### src/rtl/flr_pkg.sv
package flr_pkg;
  typedef enum logic {
    ST_IDLE = 1'b0,
    ST_FILL = 1'b1
  } flr_state_e;
endpackage

### src/rtl/flr_decode.sv
module flr_decode #(
  parameter int ADDR_W     = 24,
  parameter int ARRAY_LOG2 = 18,
  parameter int LINE_LOG2  = 5
) (
  input  logic [ADDR_W-1:0]           addr,
  input  logic [ADDR_W-1:0]           cfg_base,
  input  logic [1:0]                  cfg_align,
  input  logic [ADDR_W-LINE_LOG2-1:0] creg_line,
  output logic                        in_module,
  output logic                        upper
);
  localparam int N_MIN = ARRAY_LOG2 - 2;
  localparam logic [ADDR_W-1:0] ARR_SIZE = ADDR_W'(1) << ARRAY_LOG2;

  logic [ADDR_W-1:0] mask;
  logic [ADDR_W-1:0] abase;
  logic [ADDR_W-1:0] ofs;
  logic              in_arr;
  logic              in_creg;

  always_comb begin
    case (cfg_align)
      2'b00:   mask = {ADDR_W{1'b1}} << N_MIN;
      2'b01:   mask = {ADDR_W{1'b1}} << (N_MIN + 1);
      default: mask = {ADDR_W{1'b1}} << ARRAY_LOG2;
    endcase
    abase     = cfg_base & mask;
    ofs       = addr - abase;
    in_arr    = (addr >= abase) && (ofs < ARR_SIZE);
    in_creg   = (addr[ADDR_W-1:LINE_LOG2] == creg_line);
    in_module = in_arr && !in_creg;
    upper     = ofs[ARRAY_LOG2-1];
  end
endmodule

### src/rtl/flr_line_buf.sv
module flr_line_buf #(
  parameter int TAG_W  = 19,
  parameter int LINE_W = 256
) (
  input  logic              clk,
  input  logic              rst_n,
  input  logic              inv,
  input  logic              wr,
  input  logic              set_v,
  input  logic [TAG_W-1:0]  wr_tag,
  input  logic [LINE_W-1:0] wr_line,
  input  logic [TAG_W-1:0]  look_tag,
  output logic              hit,
  output logic              valid,
  output logic [LINE_W-1:0] line
);
  logic              valid_q, valid_d;
  logic [TAG_W-1:0]  tag_q;
  logic [LINE_W-1:0] line_q;

  always_comb begin
    if (inv)     valid_d = 1'b0;
    else if (wr) valid_d = set_v;
    else         valid_d = valid_q;
  end

  always_ff @(posedge clk or negedge rst_n) begin
    if (!rst_n) valid_q <= 1'b0;
    else        valid_q <= valid_d;
  end

  always_ff @(posedge clk) begin
    if (wr) begin
      tag_q  <= wr_tag;
      line_q <= wr_line;
    end
  end

  assign hit   = valid_q && (tag_q == look_tag);
  assign valid = valid_q;
  assign line  = line_q;
endmodule

### src/rtl/flr_seq.sv
module flr_seq (
  input  logic       clk,
  input  logic       rst_n,
  input  logic       bus_req,
  input  logic       bus_we,
  input  logic       bus_interlock,
  input  logic       in_module,
  input  logic       hit,
  input  logic       inv_req,
  input  logic [1:0] cfg_wait,
  output logic       start_fill,
  output logic       quick,
  output logic       fill_done,
  output logic       keep_valid,
  output logic       busy,
  output logic       ack_next,
  output logic       ack
);
  import flr_pkg::*;

  flr_state_e state_q, state_d;
  logic [2:0] cnt_q, cnt_d;
  logic       inv_seen_q, inv_seen_d;
  logic       ack_q;
  logic       accept;

  always_comb begin
    accept     = (state_q == ST_IDLE) && bus_req && !ack_q && in_module &&
                 (!bus_we || bus_interlock);
    start_fill = accept && !bus_we && !hit;
    quick      = accept && (bus_we || hit);
    fill_done  = (state_q == ST_FILL) && (cnt_q == 3'd1);
    keep_valid = !inv_seen_q && !inv_req;
    ack_next   = quick || fill_done;

    state_d    = state_q;
    cnt_d      = cnt_q;
    inv_seen_d = inv_seen_q;
    if (start_fill) begin
      state_d    = ST_FILL;
      cnt_d      = {1'b0, cfg_wait} + 3'd1;
      inv_seen_d = 1'b0;
    end else if (state_q == ST_FILL) begin
      if (inv_req) inv_seen_d = 1'b1;
      if (fill_done) state_d = ST_IDLE;
      else           cnt_d   = cnt_q - 3'd1;
    end
  end

  always_ff @(posedge clk or negedge rst_n) begin
    if (!rst_n) begin
      state_q    <= ST_IDLE;
      cnt_q      <= 3'd0;
      inv_seen_q <= 1'b0;
      ack_q      <= 1'b0;
    end else begin
      state_q    <= state_d;
      cnt_q      <= cnt_d;
      inv_seen_q <= inv_seen_d;
      ack_q      <= ack_next;
    end
  end

  assign busy = (state_q == ST_FILL);
  assign ack  = ack_q;
endmodule

### src/rtl/flash_line_reader.sv
module flash_line_reader #(
  parameter int ADDR_W     = 24,
  parameter int WORD_W     = 32,
  parameter int LINE_BYTES = 32,
  parameter int ARRAY_LOG2 = 18,
  parameter int NBUF       = 2,
  localparam int LINE_LOG2 = $clog2(LINE_BYTES),
  localparam int TAG_W     = ADDR_W - LINE_LOG2,
  localparam int LINE_W    = LINE_BYTES * 8
) (
  input  logic              clk,
  input  logic              rst_n,
  input  logic [ADDR_W-1:0] cfg_base,
  input  logic [1:0]        cfg_align,
  input  logic [1:0]        cfg_wait,
  input  logic [TAG_W-1:0]  creg_line,
  input  logic              bus_req,
  input  logic              bus_we,
  input  logic              bus_interlock,
  input  logic [ADDR_W-1:0] bus_addr,
  output logic              bus_ack,
  output logic [WORD_W-1:0] bus_rdata,
  input  logic              inv_req,
  output logic              arr_req,
  output logic [TAG_W-1:0]  arr_addr,
  input  logic [LINE_W-1:0] arr_rdata
);
  localparam int WORDS     = LINE_W / WORD_W;
  localparam int WIDX_W    = $clog2(WORDS);
  localparam int BYTE_LOG2 = $clog2(WORD_W / 8);

  logic              rst_meta, rst_ns;
  logic              in_module, upper;
  logic              start_fill, quick, fill_done, keep_valid, busy, ack_next;
  logic [NBUF-1:0]   hit_v, buf_valid;
  logic [LINE_W-1:0] line_v [NBUF];
  logic              hit;
  logic [TAG_W-1:0]  bus_tag;
  logic [WIDX_W-1:0] bus_widx;
  logic [TAG_W-1:0]  req_tag_q;
  logic [WIDX_W-1:0] req_widx_q;
  logic              req_upper_q;
  logic [WORD_W-1:0] rdata_q, rdata_d;

  // reset asserts at once, leaves on a clock edge
  always_ff @(posedge clk or negedge rst_n) begin
    if (!rst_n) begin
      rst_meta <= 1'b0;
      rst_ns   <= 1'b0;
    end else begin
      rst_meta <= 1'b1;
      rst_ns   <= rst_meta;
    end
  end

  assign bus_tag  = bus_addr[ADDR_W-1:LINE_LOG2];
  assign bus_widx = bus_addr[LINE_LOG2-1:BYTE_LOG2];

  flr_decode #(
    .ADDR_W(ADDR_W), .ARRAY_LOG2(ARRAY_LOG2), .LINE_LOG2(LINE_LOG2)
  ) u_decode (
    .addr(bus_addr), .cfg_base(cfg_base), .cfg_align(cfg_align),
    .creg_line(creg_line), .in_module(in_module), .upper(upper)
  );

  for (genvar b = 0; b < NBUF; b++) begin : g_buf
    logic sel_b;
    assign sel_b = (b == 1) ? req_upper_q : !req_upper_q;
    flr_line_buf #(.TAG_W(TAG_W), .LINE_W(LINE_W)) u_buf (
      .clk(clk), .rst_n(rst_ns), .inv(inv_req),
      .wr(fill_done && sel_b), .set_v(keep_valid),
      .wr_tag(req_tag_q), .wr_line(arr_rdata),
      .look_tag(bus_tag), .hit(hit_v[b]), .valid(buf_valid[b]),
      .line(line_v[b])
    );
  end

  assign hit = upper ? hit_v[1] : hit_v[0];

  flr_seq u_seq (
    .clk(clk), .rst_n(rst_ns), .bus_req(bus_req), .bus_we(bus_we),
    .bus_interlock(bus_interlock), .in_module(in_module), .hit(hit),
    .inv_req(inv_req), .cfg_wait(cfg_wait), .start_fill(start_fill),
    .quick(quick), .fill_done(fill_done), .keep_valid(keep_valid),
    .busy(busy), .ack_next(ack_next), .ack(bus_ack)
  );

  always_comb begin
    if (fill_done)
      rdata_d = arr_rdata[req_widx_q*WORD_W +: WORD_W];
    else if (quick && !bus_we)
      rdata_d = line_v[upper][bus_widx*WORD_W +: WORD_W];
    else
      rdata_d = '0;
  end

  always_ff @(posedge clk) begin
    if (start_fill) begin
      req_tag_q   <= bus_tag;
      req_widx_q  <= bus_widx;
      req_upper_q <= upper;
    end
    if (ack_next) rdata_q <= rdata_d;
  end

  assign bus_rdata = rdata_q;
  assign arr_req   = busy;
  assign arr_addr  = req_tag_q;
endmodule

### config.mk
export PLATFORM = sky130hd
export DESIGN_NAME = flash_line_reader
export DESIGN_NICKNAME = d
export VERILOG_FILES = /design/src/rtl/flr_pkg.sv /design/src/rtl/flr_decode.sv /design/src/rtl/flr_line_buf.sv /design/src/rtl/flr_seq.sv /design/src/rtl/flash_line_reader.sv
export SDC_FILE = /design/constraint.sdc
export NUM_CORES = 1
export LEC_CHECK = 0
export BUFFER_PORTS_ARGS = -buffer_cell sky130_fd_sc_hd__buf_2
export CAP_MARGIN = 5
export CORE_MARGIN = 5
export CORE_UTILIZATION = 46
export CTS_BUF_LIST = sky130_fd_sc_hd__clkbuf_16
export DETAILED_ROUTE_END_ITERATION = 10
export PLACE_DENSITY_LB_ADDON = 0.08
export SLEW_MARGIN = 20
export SYNTH_ARGS = -nofsm -noshare
export SYNTH_HDL_FRONTEND = slang
export SYNTH_SLANG_ARGS = --single-unit
export TNS_END_PERCENT = 30
### constraint.sdc
create_clock -name clk -period 0.8 [get_ports clk]
set_clock_uncertainty 0.1 [all_clocks]
set_input_delay 0.16 -clock clk [delete_from_list [all_inputs] [get_ports clk]]
set_output_delay 0.16 -clock clk [all_outputs]
set_load 0.01 [all_outputs]
## After elaboration in Yosys (flattened, before gate mapping)

Cells that the tools add are included.

| word-level totals | value |
|---|---|
| output and inout bits | 53 |
| word-level logic and storage cells | 86 |
| input bits | 333 |
| register bits after elaboration | 615 |

| cells by class | value |
|---|---|
| add/subtract/negate cells | 3 |
| bitwise operators | 3 |
| muxes and demuxes | 20 |
| magnitude comparators | 3 |
| reductions and logical operators | 33 |
| shift-type cells | 2 |
| equal/unequal tests | 6 |

Operators with widths:

| kind | number |
|---|---|
| $mux 256 | 3 |
| $shiftx 256x9->32 | 2 |
| $mux 32 | 2 |
| $eq 19x19->1 | 3 |
| $pmux 18 s2 | 1 |
| $and 24x24->24 | 1 |
| $ge 24x24->1 | 1 |
| $lt 24x19->1 const B | 1 |
| $sub 24x24->24 | 1 |
| $logic_and 1x1->1 | 16 |
| $mux 1 | 11 |
| $mux 3 | 3 |
| $reduce_bool 2->1 | 4 |
| $logic_not 1->1 | 7 |
| $reduce_and 2->1 | 2 |
| $add 2x1->3 const B | 1 |
| $eq 3x1->1 const B | 1 |
| $logic_or 1x1->1 | 3 |
| $sub 3x1->3 const B | 1 |
| $eq 2x1->1 const B | 1 |
| $ge 2x2->1 const B | 1 |
| $logic_not 2->1 | 1 |
| $ne 2x2->1 const B | 1 |
| $not 1->2 | 1 |
| $not 1->1 | 1 |

## Depth between registers and ports, before layout

| logic depth | value |
|---|---|
| depth after elaboration | 13 |
| depth in mapped cells | 14 |
| mapped depth without buffers | 10 |

## By module

From an unflattened synthesis, not the netlist that was laid out.

| second synthesis, totals | value |
|---|---|
| cells, all modules | 1,198 |
| area total of the unflattened synthesis | 25,694.6 um2 |

Modules (own cells, without submodules):

| module | sequential area each (um2) | cells an instance | area an instance (um2) | instances |
|---|---|---|---|---|
| flr_line_buf | 8,282.9 | 304 | 8,509.4 | 2 |
| flash_line_reader | 1,701.6 | 461 | 7,639.8 | 1 |
| flr_decode | 0.0 | 93 | 658.1 | 1 |
| flr_seq | 150.1 | 36 | 377.9 | 1 |

## Worst setup path after synthesis

OpenSTA, ideal clock, no wires.

| timing | value |
|---|---|
| kind | flip-flop to flip-flop |
| from | register u_seq.cnt_q[1] |
| to | register g_buf[0].u_buf.valid_q |
| setup time | 0.617 ns |
| path buffers | 0 |
| setup slack | -12.925 ns |
| period minus slack after synthesis | 13.725 ns |
| arrival time | 13.008 ns |
| stages on the path, launching flop included | 7 |
| data required time | 0.083 ns |
| cell sequence | dfrtp_1 -> inv_1 -> ha_1 -> nand2b_1 -> or2_2 -> nor2_1 -> a211oi_1 |

| between the ends | value |
|---|---|
| cells in the longest elaborated chain, start to end | 4 |

Ends and longest elaborated chain:

| what | line | text |
|---|---|---|
| from (decl) | flr_seq.sv:22 | `logic [2:0] cnt_q, cnt_d;` |
| from (signal assigned) | flr_seq.sv:58 | `cnt_q <= cnt_d;` |
| $eq 3x1->1 | flr_seq.sv:32 | `fill_done = (state_q == ST_FILL) && (cnt_q == 3'd1);` |
| $logic_and 1x1->1 | flr_seq.sv:32 |  |
| $logic_and 1x1->1 | flash_line_reader.sv:71 | `.wr(fill_done && sel_b), .set_v(keep_valid),` |
| net g_buf[0].u_buf.wr | flr_line_buf.sv:8 | `input logic wr,` |
| $reduce_bool 2->1 (no line) | - |  |
| to (signal assigned) | flr_line_buf.sv:29 | `else valid_q <= valid_d;` |
| to (decl) | flr_line_buf.sv:17 | `logic valid_q, valid_d;` |

The timed path passes the listed nets, and every way through them passes these cells.
A chain may end at the register's enable or synchronous reset.

## Worst setup path in the final report

| timing | value |
|---|---|
| from | input cfg_align[0] |
| to | register rdata_q[13], in the netlist bus_rdata[13] (data pin) |

| between the ends | value |
|---|---|
| cells in the longest elaborated chain, start to end | 13 |
| elaborated cells on any way between the ends | 22 |
| classes of those cells | add/sub (1); order compare (2); eq/ne (1); shift (1); mux (7); bitwise (2); reduce/logical (8) |

Ends and longest elaborated chain:

| what | line | text |
|---|---|---|
| from (decl) | flash_line_reader.sv:14 | `input logic [1:0] cfg_align,` |
| $eq 2x1->1 / $logic_not 2->1 (equally long branches) | flr_decode.sv:23 | `case (cfg_align)` |
| $pmux 18 s2 (*) | flr_decode.sv:23 |  |
| $and 24x24->24 (*) | flr_decode.sv:28 | `abase = cfg_base & mask;` |
| parallel branches: the longest is 8 deep, another holds $sub 24x24->24 | - |  |
| $mux 32 (*) | flash_line_reader.sv:91 | `else if (quick && !bus_we)` |
| $mux 32 (*) | flash_line_reader.sv:89 | `if (fill_done)` |
| net rdata_d[13] | flash_line_reader.sv:43 | `logic [WORD_W-1:0] rdata_q, rdata_d;` |
| to (signal assigned) | flash_line_reader.sv:103 | `if (ack_next) rdata_q <= rdata_d;` |
| to (decl) | flash_line_reader.sv:43 |  |

Mark *: on every way through the listed nets, which the timed path passes. The select of a mux whose other input is x is not followed.

==> run metrics <==
# fillers 3814; die height 248.4 um; top post-synthesis cells by area edfxtp_1 (70%), mux4_2 (19%), o31ai_2 (1.4%); RSZ-0062 raised after global routing yes; EDFF count, synth 605; Setup WS pre-CTS -3.083 ns; Critical Path, Cell by Cell buf_6 -> nor3b_4 -> ha_2 -> inv_2 -> fa_4 -> a211oi_4 -> nor3_2 -> and3_4 -> or4_1 -> or4b_4 -> buf_12 -> o31ai_2; Root Buffer clkbuf_16; total gr overflow 0; most common cell after layout, fill and taps aside edfxtp_1; Tot GR Track Use 0.2401; Synth Warn # 0; dpl cell area 32370 um^2; hold buffer count at CTS 280; Synth top area share 0.6950; antenna-violating nets left 0; synthesized flop and latch total 615; Post-Syn Area per Cell 21.32 um^2; Hold/Removal Path Class in2reg; Starting Density 0.4636; Post-Synth Simple-Gate Area 0.02125; post-synth top area cell edfxtp_1; Synth Area in XOR/XNOR 0.02044; Core ar. 56390 um^2; Reg area 18420 um^2; CP max FO 13; largest net degree at the start of global routing 38; Compound-Gate Fraction of Synth Area 0.02197; clock slew at reported path FFs 0.06 ns; RePlAce Congestion 0.8020; routed vias/inst 5.364; Startpoint Class input port; final setup margin -2.250 ns; Chip Width 248.4 um; CP required 1.10 ns; Max-Cap Viols 0; Core Rows 87; Final min period 3.050 ns; Syn Inst Count 1226; Final Net Count 2701; clk sink count 615; Design Power 72.77 mW; most frequent cells in the layout edfxtp_1 (605), buf_2 (363), buf_4 (332); setup TNS -872.07 ns; Pre-antenna DRT Iters 5; tightest hold margin -0.1544 ns; Async S/R FF share, synth 0.01626; routed vias 16.99k; Wirelength per Cell 24.05 um; failing checks hold timing, setup timing; I/O Buffers 367; initial antenna violation count 11; Routed WL 76.17 mm; Final Setup Violations 728; CTS tree yes; Hold Crit Depth 3; R2R Setup Slk -2.21 ns; reg2reg path depth 7; Worst-Skew Late Latency 0.59 ns; Crit-path slowest cell or4b_4; FMAX 0.3278 GHz; Finished Cell Area 39210 um^2; reg-to-reg endpoint bus_rdata[13]; multi-input logic area 7550 um^2; multiplexer share of the synthesized area 0.2084; Hold Path End u_seq.cnt_q[1]; dpl hpwl 48.28 mm; register area share after synthesis 0.7046; post-synth net total 1571; Power Dens Cells 1856 nW/um^2; vias in the first global route 18.21k; status complete, but fails checks; final slew viol count 0; leakage power 14.59 nW; H-tree depth 3; Die ar. 61690 um^2; initial DRC count 1221; crit-path max cell delay 0.59 ns; fin util 0.6954; largest family of logic cells by synthesized area multiplexers; Worst R2R Start u_seq.busy; Cell variety after synth 51; Layout Cells excl Fill 3167; placed insts 2676; drt drc 0; Hold Fails Final Rpt 2; WS Path Type in2reg; Hold Crit Start cfg_wait[1]; Synth Flop Type edfxtp_1; num ports 386; layout cell share with drive strength beyond 1 0.5254; Worst setup EP type flip-flop; TritonCTS Buffers 67; crit share post-route 3.813; CP Data Arrival Time 3.35 ns; Adder-Cell Fraction of Synth Area 0.006031; Clock Tree Buf Depth 3; Area growth, synth to finish 50.00%; peak supply drop 1642 uV; first-pass GRT wire length 109.7 mm; Netlist Area Pre-Place 26140 um^2
## layer usage
metal | vias up | track usage | routed length (um)
li1 | 7504 | - | -
met5 | - | 0 | 48
met2 | 552 | 0.4163 | 39610
met1 | 8804 | 0.3138 | 29870
met3 | 120 | 0.05011 | 4877
met4 | 8 | 0.06102 | 1761
## cells in the mapped netlist (3+ instances only)
master	n
edfxtp_1	605
mux4_2	224
inv_1	47
nand2_1	46
clkbuf_1	43
xor2_1	39
mux2_2	32
o31ai_2	30
nor4_1	23
xnor2_1	22
buf_1	17
ha_1	11
dfrtp_1	10
nor2_1	8
nand3_1	6
nand4_1	6
nand2b_1	5
a211oi_1	4
o31ai_1	4
buf_6	3
nor3_1	3
## cell type report
cell class,count,area share
diodes,7,0.0004467
inverters,48,0.004595
repair buffers,1126,0.2571
well taps,756,0.02412
flip-flops and latches,615,0.4697
clock buffers,69,0.04404
clock inverters,48,0.007403
multi-input cells,498,0.1925
## worst max-delay path, delay by kind of cell
family / cells / cell delay [ns]
buffers and inverters: 3 / 0.35
adders and majority gates: 2 / 0.73
AOI/OAI and AO/OA: 2 / 0.52
and+or+nand+nor: 5 / 1.57
## power breakdown
group / leakage [nW] / total [mW] / internal [mW] / switching (mW)
Clock: 1.04 / 28.6 / 16.5 / 12.1
Combinational: 7.97 / 8.71 / 5.32 / 3.39
Sequential: 5.57 / 35.5 / 35.4 / 0.0582
Total: 14.6 / 72.8 / 57.3 / 15.5
## cells by family after synthesis
logic type	after synthesis
AOI/OAI and AO/OA	56
xor gates and xnor gates	61
adders and majority gates	12
buffers and inverters	113
DFF	615
muxes	260
other	1
and+or+nand+nor	108
## timing repair
item	in CTS	in global routing
setup buffers	33	26
hold endpoints to repair	541	4
resized for setup	99	63
pin swaps	17	11
gates cloned	25	19
endpoints found under the setup margin	721	727
## flip-flops by register name, summed over array words and instances, names as in the netlist, 2 cells and up
signal and cells:
g_buf.u_buf.line 512, g_buf.u_buf.tag_q 38, bus_rdata 32, arr_addr 19
req_widx_q 3, u_seq.cnt_q 3, g_buf.u_buf.valid 2
## worst max path at each step
stage / from / to / slack [ns] / cells after the start
2_1_floorplan: u_seq.cnt_q[1] / g_buf[0].u_buf.valid / -4.72 / 6
3_3_place_gp: cfg_align[0] / bus_rdata[23] / -3.07 / 13
3_5_place_dp: cfg_align[0] / bus_rdata[1] / -3.08 / 13
4_1_cts: u_seq.busy / bus_rdata[1] / -2.22 / 7
5_1_grt: cfg_align[0] / bus_rdata[12] / -2.27 / 12
6_report: cfg_align[0] / bus_rdata[13] / -2.25 / 12
No activity file was read; power rests on OpenSTA's default activity.
